==> src/rtl/aid_pkg.sv <==
package aid_pkg;
  localparam int AXES         = 3;
  localparam int CTL_W        = 8;
  localparam int ACT_AC_BIT   = 7;
  localparam int ACT_EN_HI    = 6;
  localparam int INACT_AC_BIT = 3;
  localparam int INACT_EN_HI  = 2;

  typedef enum logic {
    PH_HUNT_INACT = 1'b0,
    PH_HUNT_ACT   = 1'b1
  } link_phase_e;

  // Gather the per-axis enable bits of one function; axis 0 (X) is the
  // highest bit of the field.
  function automatic logic [AXES-1:0] axis_enables(input logic [CTL_W-1:0] ctl,
                                                   input int hi);
    logic [AXES-1:0] en;
    for (int i = 0; i < AXES; i++) en[i] = ctl[hi-i];
    return en;
  endfunction
endpackage

==> src/rtl/aid_axis_cmp.sv <==
// Magnitude of one axis sample, either raw or relative to a reference.
module aid_axis_cmp #(
  parameter int SW = 10
) (
  input  logic [SW-1:0] smp,
  input  logic [SW-1:0] refv,
  input  logic          ac,
  output logic [SW:0]   mag
);
  logic [SW:0] a_ext, b_ext, diff;

  always_comb begin
    a_ext = {smp[SW-1], smp};
    b_ext = ac ? {refv[SW-1], refv} : '0;
    diff  = a_ext - b_ext;
    mag   = diff[SW] ? (~diff + (SW+1)'(1)) : diff;
  end
endmodule

==> src/rtl/aid_act_unit.sv <==
module aid_act_unit import aid_pkg::*; #(
  parameter int SW = 10,
  parameter int TW = 8
) (
  input  logic               clk,
  input  logic               rst_n,
  input  logic               armed,
  input  logic               valid,
  input  logic [AXES*SW-1:0] data,
  input  logic               ac,
  input  logic [AXES-1:0]    en,
  input  logic [TW-1:0]      thr,
  output logic               fire,
  output logic [AXES-1:0]    hits
);
  localparam int MW = SW + 1;

  logic [AXES*SW-1:0] ref_q;
  logic               ref_ok;
  logic [AXES-1:0]    above;
  logic [MW-1:0]      thr_ext;

  assign thr_ext = {{(MW-TW){1'b0}}, thr};

  for (genvar g = 0; g < AXES; g++) begin : g_axis
    logic [MW-1:0] mag;
    aid_axis_cmp #(.SW(SW)) u_cmp (
      .smp  (data[g*SW +: SW]),
      .refv (ref_q[g*SW +: SW]),
      .ac   (ac),
      .mag  (mag)
    );
    assign above[g] = mag > thr_ext;
  end

  assign hits = above & en;
  assign fire = armed && valid && (!ac || ref_ok) && (|hits);

  always_ff @(posedge clk) begin
    if (!rst_n) begin
      ref_q  <= '0;
      ref_ok <= 1'b0;
    end else if (!armed) begin
      ref_ok <= 1'b0;
    end else if (valid) begin
      if (ac && !ref_ok) begin
        ref_q  <= data;
        ref_ok <= 1'b1;
      end else if (fire) begin
        ref_ok <= 1'b0;
      end
    end
  end
endmodule

==> src/rtl/aid_inact_unit.sv <==
module aid_inact_unit import aid_pkg::*; #(
  parameter int SW     = 10,
  parameter int TW     = 8,
  parameter int TIME_W = 8
) (
  input  logic               clk,
  input  logic               rst_n,
  input  logic               armed,
  input  logic               valid,
  input  logic               tick,
  input  logic [AXES*SW-1:0] data,
  input  logic               ac,
  input  logic [AXES-1:0]    en,
  input  logic [TW-1:0]      thr,
  input  logic [TIME_W-1:0]  limit,
  output logic               fire
);
  localparam int MW = SW + 1;

  logic [AXES*SW-1:0] ref_q;
  logic               ref_ok;
  logic               run_q;
  logic               done_q;
  logic [TIME_W-1:0]  cnt_q;
  logic [AXES-1:0]    calm;
  logic [MW-1:0]      thr_ext;
  logic               quiet, loud;

  assign thr_ext = {{(MW-TW){1'b0}}, thr};

  for (genvar g = 0; g < AXES; g++) begin : g_axis
    logic [MW-1:0] mag;
    aid_axis_cmp #(.SW(SW)) u_cmp (
      .smp  (data[g*SW +: SW]),
      .refv (ref_q[g*SW +: SW]),
      .ac   (ac),
      .mag  (mag)
    );
    assign calm[g] = !en[g] || (mag < thr_ext);
  end

  assign quiet = valid && (!ac || ref_ok) && (&calm);
  assign loud  = valid && !quiet;
  assign fire  = armed && quiet && !done_q && (cnt_q >= limit);

  always_ff @(posedge clk) begin
    if (!rst_n) begin
      ref_q  <= '0;
      ref_ok <= 1'b0;
      run_q  <= 1'b0;
      done_q <= 1'b0;
      cnt_q  <= '0;
    end else if (!armed) begin
      ref_ok <= 1'b0;
      run_q  <= 1'b0;
      done_q <= 1'b0;
      cnt_q  <= '0;
    end else begin
      if (loud) begin
        run_q  <= 1'b0;
        done_q <= 1'b0;
        cnt_q  <= '0;
        if (ac) begin
          ref_q  <= data;
          ref_ok <= 1'b1;
        end
      end else if (quiet) begin
        run_q <= 1'b1;
        if (fire) done_q <= 1'b1;
      end
      if (tick && run_q && !loud && (cnt_q != '1)) cnt_q <= cnt_q + TIME_W'(1);
    end
  end
endmodule

==> src/rtl/aid_link_ctl.sv <==
module aid_link_ctl import aid_pkg::*; (
  input  logic clk,
  input  logic rst_n,
  input  logic link_en,
  input  logic sleep_en,
  input  logic act_any,
  input  logic inact_any,
  input  logic act_fire,
  input  logic inact_fire,
  output logic act_arm,
  output logic inact_arm,
  output logic sleep_req
);
  link_phase_e phase_q;
  logic        chained;

  assign chained   = link_en && act_any && inact_any;
  assign act_arm   = act_any   && (!chained || (phase_q == PH_HUNT_ACT));
  assign inact_arm = inact_any && (!chained || (phase_q == PH_HUNT_INACT));

  always_ff @(posedge clk) begin
    if (!rst_n) begin
      phase_q   <= PH_HUNT_INACT;
      sleep_req <= 1'b0;
    end else begin
      if (!chained)        phase_q <= PH_HUNT_INACT;
      else if (inact_fire) phase_q <= PH_HUNT_ACT;
      else if (act_fire)   phase_q <= PH_HUNT_INACT;

      if (!(link_en && sleep_en)) sleep_req <= 1'b0;
      else if (inact_fire)        sleep_req <= 1'b1;
      else if (act_fire)          sleep_req <= 1'b0;
    end
  end
endmodule

==> src/rtl/act_inact_det.sv <==
module act_inact_det import aid_pkg::*; #(
  parameter int SW     = 10,
  parameter int TW     = 8,
  parameter int TIME_W = 8
) (
  input  logic               clk,
  input  logic               rst_n,
  input  logic               smp_valid,
  output logic               smp_ready,
  input  logic [AXES*SW-1:0] smp_data,
  input  logic               sec_tick,
  input  logic [TW-1:0]      act_thr,
  input  logic [TW-1:0]      inact_thr,
  input  logic [TIME_W-1:0]  inact_time,
  input  logic [CTL_W-1:0]   det_ctl,
  input  logic               link_en,
  input  logic               autosleep_en,
  output logic               act_pulse,
  output logic               inact_pulse,
  output logic [AXES-1:0]    act_src,
  output logic               sleep_req
);
  logic [AXES-1:0] act_en, inact_en, act_hits, hits_map;
  logic            act_arm, inact_arm, act_fire, inact_fire;

  assign smp_ready = 1'b1;
  assign act_en    = axis_enables(det_ctl, ACT_EN_HI);
  assign inact_en  = axis_enables(det_ctl, INACT_EN_HI);

  aid_link_ctl u_link (
    .clk        (clk),
    .rst_n      (rst_n),
    .link_en    (link_en),
    .sleep_en   (autosleep_en),
    .act_any    (|act_en),
    .inact_any  (|inact_en),
    .act_fire   (act_fire),
    .inact_fire (inact_fire),
    .act_arm    (act_arm),
    .inact_arm  (inact_arm),
    .sleep_req  (sleep_req)
  );

  aid_act_unit #(.SW(SW), .TW(TW)) u_act (
    .clk   (clk),
    .rst_n (rst_n),
    .armed (act_arm),
    .valid (smp_valid),
    .data  (smp_data),
    .ac    (det_ctl[ACT_AC_BIT]),
    .en    (act_en),
    .thr   (act_thr),
    .fire  (act_fire),
    .hits  (act_hits)
  );

  aid_inact_unit #(.SW(SW), .TW(TW), .TIME_W(TIME_W)) u_inact (
    .clk   (clk),
    .rst_n (rst_n),
    .armed (inact_arm),
    .valid (smp_valid),
    .tick  (sec_tick),
    .data  (smp_data),
    .ac    (det_ctl[INACT_AC_BIT]),
    .en    (inact_en),
    .thr   (inact_thr),
    .limit (inact_time),
    .fire  (inact_fire)
  );

  always_comb begin
    for (int i = 0; i < AXES; i++) hits_map[AXES-1-i] = act_hits[i];
  end

  always_ff @(posedge clk) begin
    if (!rst_n) begin
      act_pulse   <= 1'b0;
      inact_pulse <= 1'b0;
      act_src     <= '0;
    end else begin
      act_pulse   <= act_fire;
      inact_pulse <= inact_fire;
      if (act_fire) act_src <= hits_map;
    end
  end
endmodule

==> config.mk <==
export PLATFORM = sky130hd
export DESIGN_NAME = act_inact_det
export DESIGN_NICKNAME = d
export VERILOG_FILES = /design/src/rtl/aid_pkg.sv /design/src/rtl/aid_axis_cmp.sv /design/src/rtl/aid_act_unit.sv /design/src/rtl/aid_inact_unit.sv /design/src/rtl/aid_link_ctl.sv /design/src/rtl/act_inact_det.sv
export SDC_FILE = /design/constraint.sdc
export NUM_CORES = 1
export LEC_CHECK = 0
export BUFFER_PORTS_ARGS = -buffer_cell sky130_fd_sc_hd__buf_2
export CORE_AREA = 8 8 174 176
export DETAILED_ROUTE_END_ITERATION = 12
export DIE_AREA = 0 0 182 184
export GPL_TIMING_DRIVEN = 0
export PLACE_DENSITY = 0.6
export SYNTH_ARGS = -nofsm -noshare
export SYNTH_HDL_FRONTEND = slang
export SYNTH_SLANG_ARGS = --single-unit
==> constraint.sdc <==
create_clock -name clk -period 9.64 [get_ports clk]
set_input_delay 0.482 -clock clk [delete_from_list [all_inputs] [get_ports clk]]
set_output_delay 0.482 -clock clk [all_outputs]
set_load 0.05 [all_outputs]
* Yosys cells after proc, flatten, opt, wreduce, memory -nomap -nowiden
Index checks and enable logic that the tools add are counted. Widths: inputs -> output; s select.
Operators by class: bitwise gates (word level) 10, add/sub/neg operators 13, equality and inequality tests 1, magnitude comparators 7, reductions and logical operators 52, shifts and indexed selects 0, multiply operators 0, div/mod/pow operators 0, muxes and demuxes 17
Operator list (number):
- $mux 11 | 12
- $add 11x1->11 const B | 6
- $not 11->11 | 6
- $sub 11x11->11 | 6
- $gt 11x8->1 | 3
- $lt 11x8->1 | 3
- $logic_and 1x1->1 | 18
- $mux 8 | 2
- $reduce_and 2->1 | 7
- $reduce_or 3->1 | 4
- $logic_not 1->1 | 10
- $reduce_and 3->1 | 3
- $add 8x1->8 const B | 1
- $ge 8x8->1 | 1
- $ne 8x8->1 const B | 1
- $logic_or 1x1->1 | 7
- $reduce_bool 2->1 | 3
- $and 3x3->3 | 1
- $mux 1 | 3
- $not 1->1 | 3
Word-level totals: memory bits (read-only) 0, word-level logic and storage cells 112, memories kept 0, bits in latches 0, bits in writable memories 0, flip-flop bits (word level) 79, input bits 68, output and inout port bits 7

* Longest topological paths before layout
word-level depth 15, mapped depth 24, mapped depth without buffers 20

* By module
A second synthesis with hierarchy kept.
Second synthesis, totals: cells, all modules 1182, area total of the unflattened synthesis 9287.7 sq um
By module, submodules not included:
- aid_axis_cmp at u_act.g_axis[0].u_cmp ... | cells each 112, area each 830.8 sq um, times used 4, sequential area each 0.0 sq um
- aid_inact_unit | cells each 277, area each 2434.8 sq um, times used 1, sequential area each 820.8 sq um
- aid_act_unit | cells each 219, area each 1771.7 sq um, times used 1, sequential area each 620.6 sq um
- aid_axis_cmp at u_act.g_axis[2].u_cmp | cells each 103, area each 743.2 sq um, times used 1, sequential area each 0.0 sq um
- aid_axis_cmp at u_inact.g_axis[0].u_cmp | cells each 105, area each 725.7 sq um, times used 1, sequential area each 0.0 sq um
- act_inact_det | cells each 17, area each 186.4 sq um, times used 1, sequential area each 100.1 sq um
- aid_link_ctl | cells each 13, area each 102.6 sq um, times used 1, sequential area each 40.0 sq um

* Worst setup path before layout
Ideal clock, no wire load.
path type input-to-reg, from input port det_ctl[7], to register u_act.ref_ok, data arrival time 4943 ps, data required time 9549 ps, path slack 4606 ps, path buffers 2, setup time 91 ps, cell stages on the path 21, cells stage by stage clkbuf_1 clkbuf_1 and2_1 ha_1 inv_1 fa_1 a21o_1 a221oi_2 o21ai_1 o31ai_1 o21ai_0 ha_1 nor2b_1 o21a_1 o21a_1 o21ai_0 a21oi_1 or4_1 o311a_1 or3_1 a311oi_1
On the way: word-level cells in the longest chain between the ends 11, elaborated cells on any way between the ends 28, those cells by class 6 x add/sub; 3 x order compare; 7 x mux; 4 x bitwise; 8 x reduce/logical
Ends and longest elaborated chain:
- from (decl) | line act_inact_det.sv:15 | input logic [CTL_W-1:0] det_ctl,
- $mux 11 | line aid_axis_cmp.sv:14 | b_ext = ac ? {refv[SW-1], refv} : '0;
- $sub 11x11->11 | line aid_axis_cmp.sv:15 | diff = a_ext - b_ext;
- $not 11->11 | line aid_axis_cmp.sv:16 | mag = diff[SW] ? (~diff + (SW+1)'(1)) : diff;
- $add 11x1->11 | line aid_axis_cmp.sv:16
- $mux 11 | line aid_axis_cmp.sv:16
- $gt 11x8->1 | line aid_act_unit.sv:33 | assign above[g] = mag > thr_ext;
- $and 3x3->3 | line aid_act_unit.sv:36 | assign hits = above & en;
- $reduce_or 3->1 | line aid_act_unit.sv:37 | assign fire = armed && valid && (!ac || ref_ok) && (|hits);
- $logic_and 1x1->1 | line aid_act_unit.sv:37
- $reduce_bool 2->1 (no source line)
- $reduce_and 2->1 (no source line)
- to (signal assigned) | line aid_act_unit.sv:42 | ref_ok <= 1'b0;
- to (signal assigned) | line aid_act_unit.sv:44 | ref_ok <= 1'b0;
- to (signal assigned) | line aid_act_unit.sv:48 | ref_ok <= 1'b1;
- to (decl) | line aid_act_unit.sv:19 | logic ref_ok;
Parallel ways exist; a longest one is shown, timed or not. A chain may end at the register's enable or synchronous reset.

* Worst setup path in the final report
Same ends and word-level chain as after synthesis.

==> run summary <==
The wire length of the first global-routing pass is 40,200 µm. In this run the horizontal extent of the chip is 182 µm. After global routing the overflow that remains totals 0. The proportion of register bits with asynchronous set or reset after synthesis came out at 0%. The via count of the first global-routing pass was 8,042.

Between clock sinks in the finished design, the worst skew comes to 0.0166 ns. The number of antenna violations at the first check in global routing came to 1. The maximum operating frequency is 177 MHz. The share of the yosys chip area belonging to registers came out at 18.2%.

The worst setup path is captured at a register. The number of warnings issued by yosys is 0. The largest fanout of any net on the critical path is 10. After clock tree synthesis, the repair step resized 0 gates.

The detailed-route DRC error count came out at 0. The synthesized netlist devotes 18.6% of its cell area to adder and majority cells. The xor-xnor portion of the synthesized cell area came out at 6.84%. The count of different cell masters after synthesis came out at 76. The multiplexer share of the synthesized area is 4.67%. The clock-pin transition on the worst setup and hold timing paths is 0.07 ns. The cell accounting for the most synthesized area is sky130_fd_sc_hd__dfxtp_1. Power spread over the standard cell area amounts to 127 mW/mm². The total power draw came out at 0.00125 W. The core region is 0.0275 mm².

The commonest cells after synthesis are 226 x sky130_fd_sc_hd__nand2_1, 120 x sky130_fd_sc_hd__ha_1, 84 x sky130_fd_sc_hd__a21oi_1. The H-tree depth reported by CTS is 3. Input and output buffers added on the ports amount to 70. The final wirelength came out at 24,800 µm. The worst-case IR drop observed on VDD is 0.0862 mV. The fraction of post-synthesis cell area in the top cell type by area came out at 18.2%. Once detail routing completed, the nets flagged for antenna violations numbered 0. The minimum clock period is 5.64 ns. The number of hold buffers added after CTS was 0. In this run the mean area of a mapped cell was 7.48 µm². The maximum buffer depth of the clock tree came out at 2. The worst slew margin relative to its limit is 50.1%.

For this run, the total global-route usage over all layers was measured as 14.5%. The dominant combinational cell family by area after synthesis is simple AND/OR/NAND/NOR gates. The min-delay analysis places its worst path in the category primary input to register. TritonCTS built the clock tree.

Across all register-to-register paths, the minimum setup slack is 4.57 ns. The detailed placer's ending HPWL is 20,100 µm. The fraction of final layout cells with drive strength greater than 1 is 8.89%. The slew of the pin with the lowest slew margin is 0.742 ns. The floorplan has 61 rows. The clock reaches the later pin of the worst-skew pair after 0.36 ns. The number of vias after detailed routing is 8,555.

In the finished design, the share of the clock period the worst path needs comes to 58.5%. The root cell of the clock tree is sky130_fd_sc_hd__clkbuf_16. The number of nets handed over by synthesis was 1,357. The most frequent cell after synthesis is sky130_fd_sc_hd__nand2_1. Among all flip-flop cells after synthesis, the most frequent one is sky130_fd_sc_hd__dfxtp_1. The worst setup path is launched from a primary input. The summed instance area of the synthesized netlist is 0.00870 mm². The setup TNS after final layout is 0 ns.

For the worst setup path, the data arrival time is 5.89 ns. The basic-gate share of the synthesized area counting and, or, nand and nor cells is 25.5%. The floorplan step defined a die boundary enclosing 0.0335 mm². Before antenna repair, the detailed router went through 9 iterations.

The synthesized netlist devotes 21.5% of its cell area to compound gates. The run finished with clean final reports. The number of DRC markers in iteration 0 is 625.

The initial core utilization came out at 31.7%. The critical path is of the primary input to register type. In this run, CTS created clock tree buffers numbering 9. The weighted congestion reported at the end of routability-driven placement is 0.818. The routed via count divided by cell count came out at 5.36.

The setup fix buffers added after clock tree synthesis came out at 0. The number of sinks on the clock net came out at 79. In the synthesized netlist, the number of instances is 1,163. The number of failing hold endpoints at the final stage came out at 0.

The antenna diode count is 0. Setup repair after global routing left no endpoint under its margin. Entering global routing, the biggest net connects 17 pins.

Yosys attributes the largest share of cell area to sky130_fd_sc_hd__dfxtp_1 18%, sky130_fd_sc_hd__ha_1 17%, sky130_fd_sc_hd__nand2_1 9.7%, sky130_fd_sc_hd__a21oi_1 4.8%, sky130_fd_sc_hd__xnor2_1 4.1%. The growth of design area from synthesis to finish is 12.9%. The leakage power figure is 4.01 nW. The max capacitance violation total came out at 0. The worst slack at placement is 3.76 ns. The data required time of the worst path is 9.89 ns. The floorplan die height came out at 184 µm. The number of nets in the finished design is 1,438. The final number of setup-violating endpoints came out at 0. Cells fill 35.7% of the core in the end. The number of slew-limit violations in the final report is 0.

In the final routed layout, each cell accounts on average for 15.5 µm. The number of I/O pins is 75. After synthesis the netlist holds a flip-flop and latch count of 79. The synthesized design contains 0 enable-type register cells.

The smallest setup slack after layout is 4.00 ns.
[cells by family after synthesis]
logic type / Yosys count
AOI/OAI and AO/OA: 276
xor gates and xnor gates: 68
adders and majority gates: 126
buffers and inverters: 99
DFF: 79
muxes: 40
other: 1
and+or+nand+nor: 474
[state kept, by name, summed over array words and instances, names as in the netlist, 3 cells and up]
name,flops
u_inact.cnt_q,8
act_src,3
u_act.ref_q,30
u_inact.ref_q,30
[per-layer routing]
layer | wire length [µm] | part of all wire, % | track usage [%] | vias up
met3 | 1190 | 4.8 | 2.43 | 25
met1 | 12000 | 48 | 19.5 | 4012
met5 | 10 | 0.040 | 0 | -
met2 | 11200 | 45 | 24.0 | 172
li1 | - | - | - | 4344
met4 | 305 | 1.2 | 3.28 | 2
[power by group]
| part | internal (W) | switching, W |
|---|---|---|
| Combinational | 0.000207 | 0.000294 |
| Sequential | 0.000340 | 0.00000701 |
| Clock | 0.000234 | 0.000164 |
[worst max-delay path: stages]
cell	delay, ns
sky130_fd_sc_hd__clkbuf_1	0.23
sky130_fd_sc_hd__clkbuf_1	0.44
sky130_fd_sc_hd__and2_1	0.20
sky130_fd_sc_hd__ha_1	0.17
sky130_fd_sc_hd__inv_1	0.06
sky130_fd_sc_hd__fa_1	0.40
sky130_fd_sc_hd__a21o_1	0.20
sky130_fd_sc_hd__a221oi_2	0.33
sky130_fd_sc_hd__o21ai_1	0.18
sky130_fd_sc_hd__o31ai_1	0.56
sky130_fd_sc_hd__o21ai_0	0.19
sky130_fd_sc_hd__ha_1	0.32
sky130_fd_sc_hd__nor2b_1	0.14
sky130_fd_sc_hd__o21a_1	0.17
sky130_fd_sc_hd__o21a_1	0.16
sky130_fd_sc_hd__o21ai_0	0.13
sky130_fd_sc_hd__a21oi_1	0.10
sky130_fd_sc_hd__or4_1	0.50
sky130_fd_sc_hd__o311a_1	0.25
sky130_fd_sc_hd__or3_1	0.35
sky130_fd_sc_hd__a311oi_1	0.31
[stage by stage]
step	instances	cell area, µm²	hold slack (ns)
floorplan	1163	8700	0.430
global placement	1579	9480	0.441
detailed placement	1579	9480	0.447
CTS	1595	9820	0.409
global route	1595	9820	0.416
finish	1595	9820	0.403
[path summary, 6_finish.rpt]
path | start | to | cells after the start
worst max-delay path | det_ctl[7] | u_act.ref_ok | 21
worst min-delay path | smp_data[0] | u_act.ref_q[0] | 3
worst max register to register | u_act.ref_q[10] | u_act.ref_ok | 19
worst min register to register | u_act.ref_q[0] | u_act.ref_q[0] | 2
[layout by cell type, fill, tap and decap left out, drive strengths merged, types with 41 or more instances in the layout]
master,n
o21ai,47
clkbuf,49
nand2,226
xnor2,41
ha,120
nor2,61
a21oi,85
dfxtp,79
inv,59
buf,74
[final cells by class]
type | count | area, µm²
fillers | 2965 | 17700
inverters | 55 | 206
flip-flops and latches | 79 | 1580
plain buffers | 44 | 193
clock buffers | 9 | 225
clock inverters | 7 | 111
repair buffers | 70 | 350
well taps | 346 | 433
multi-input cells | 985 | 6720
Power figures use the tool's default switching activity.
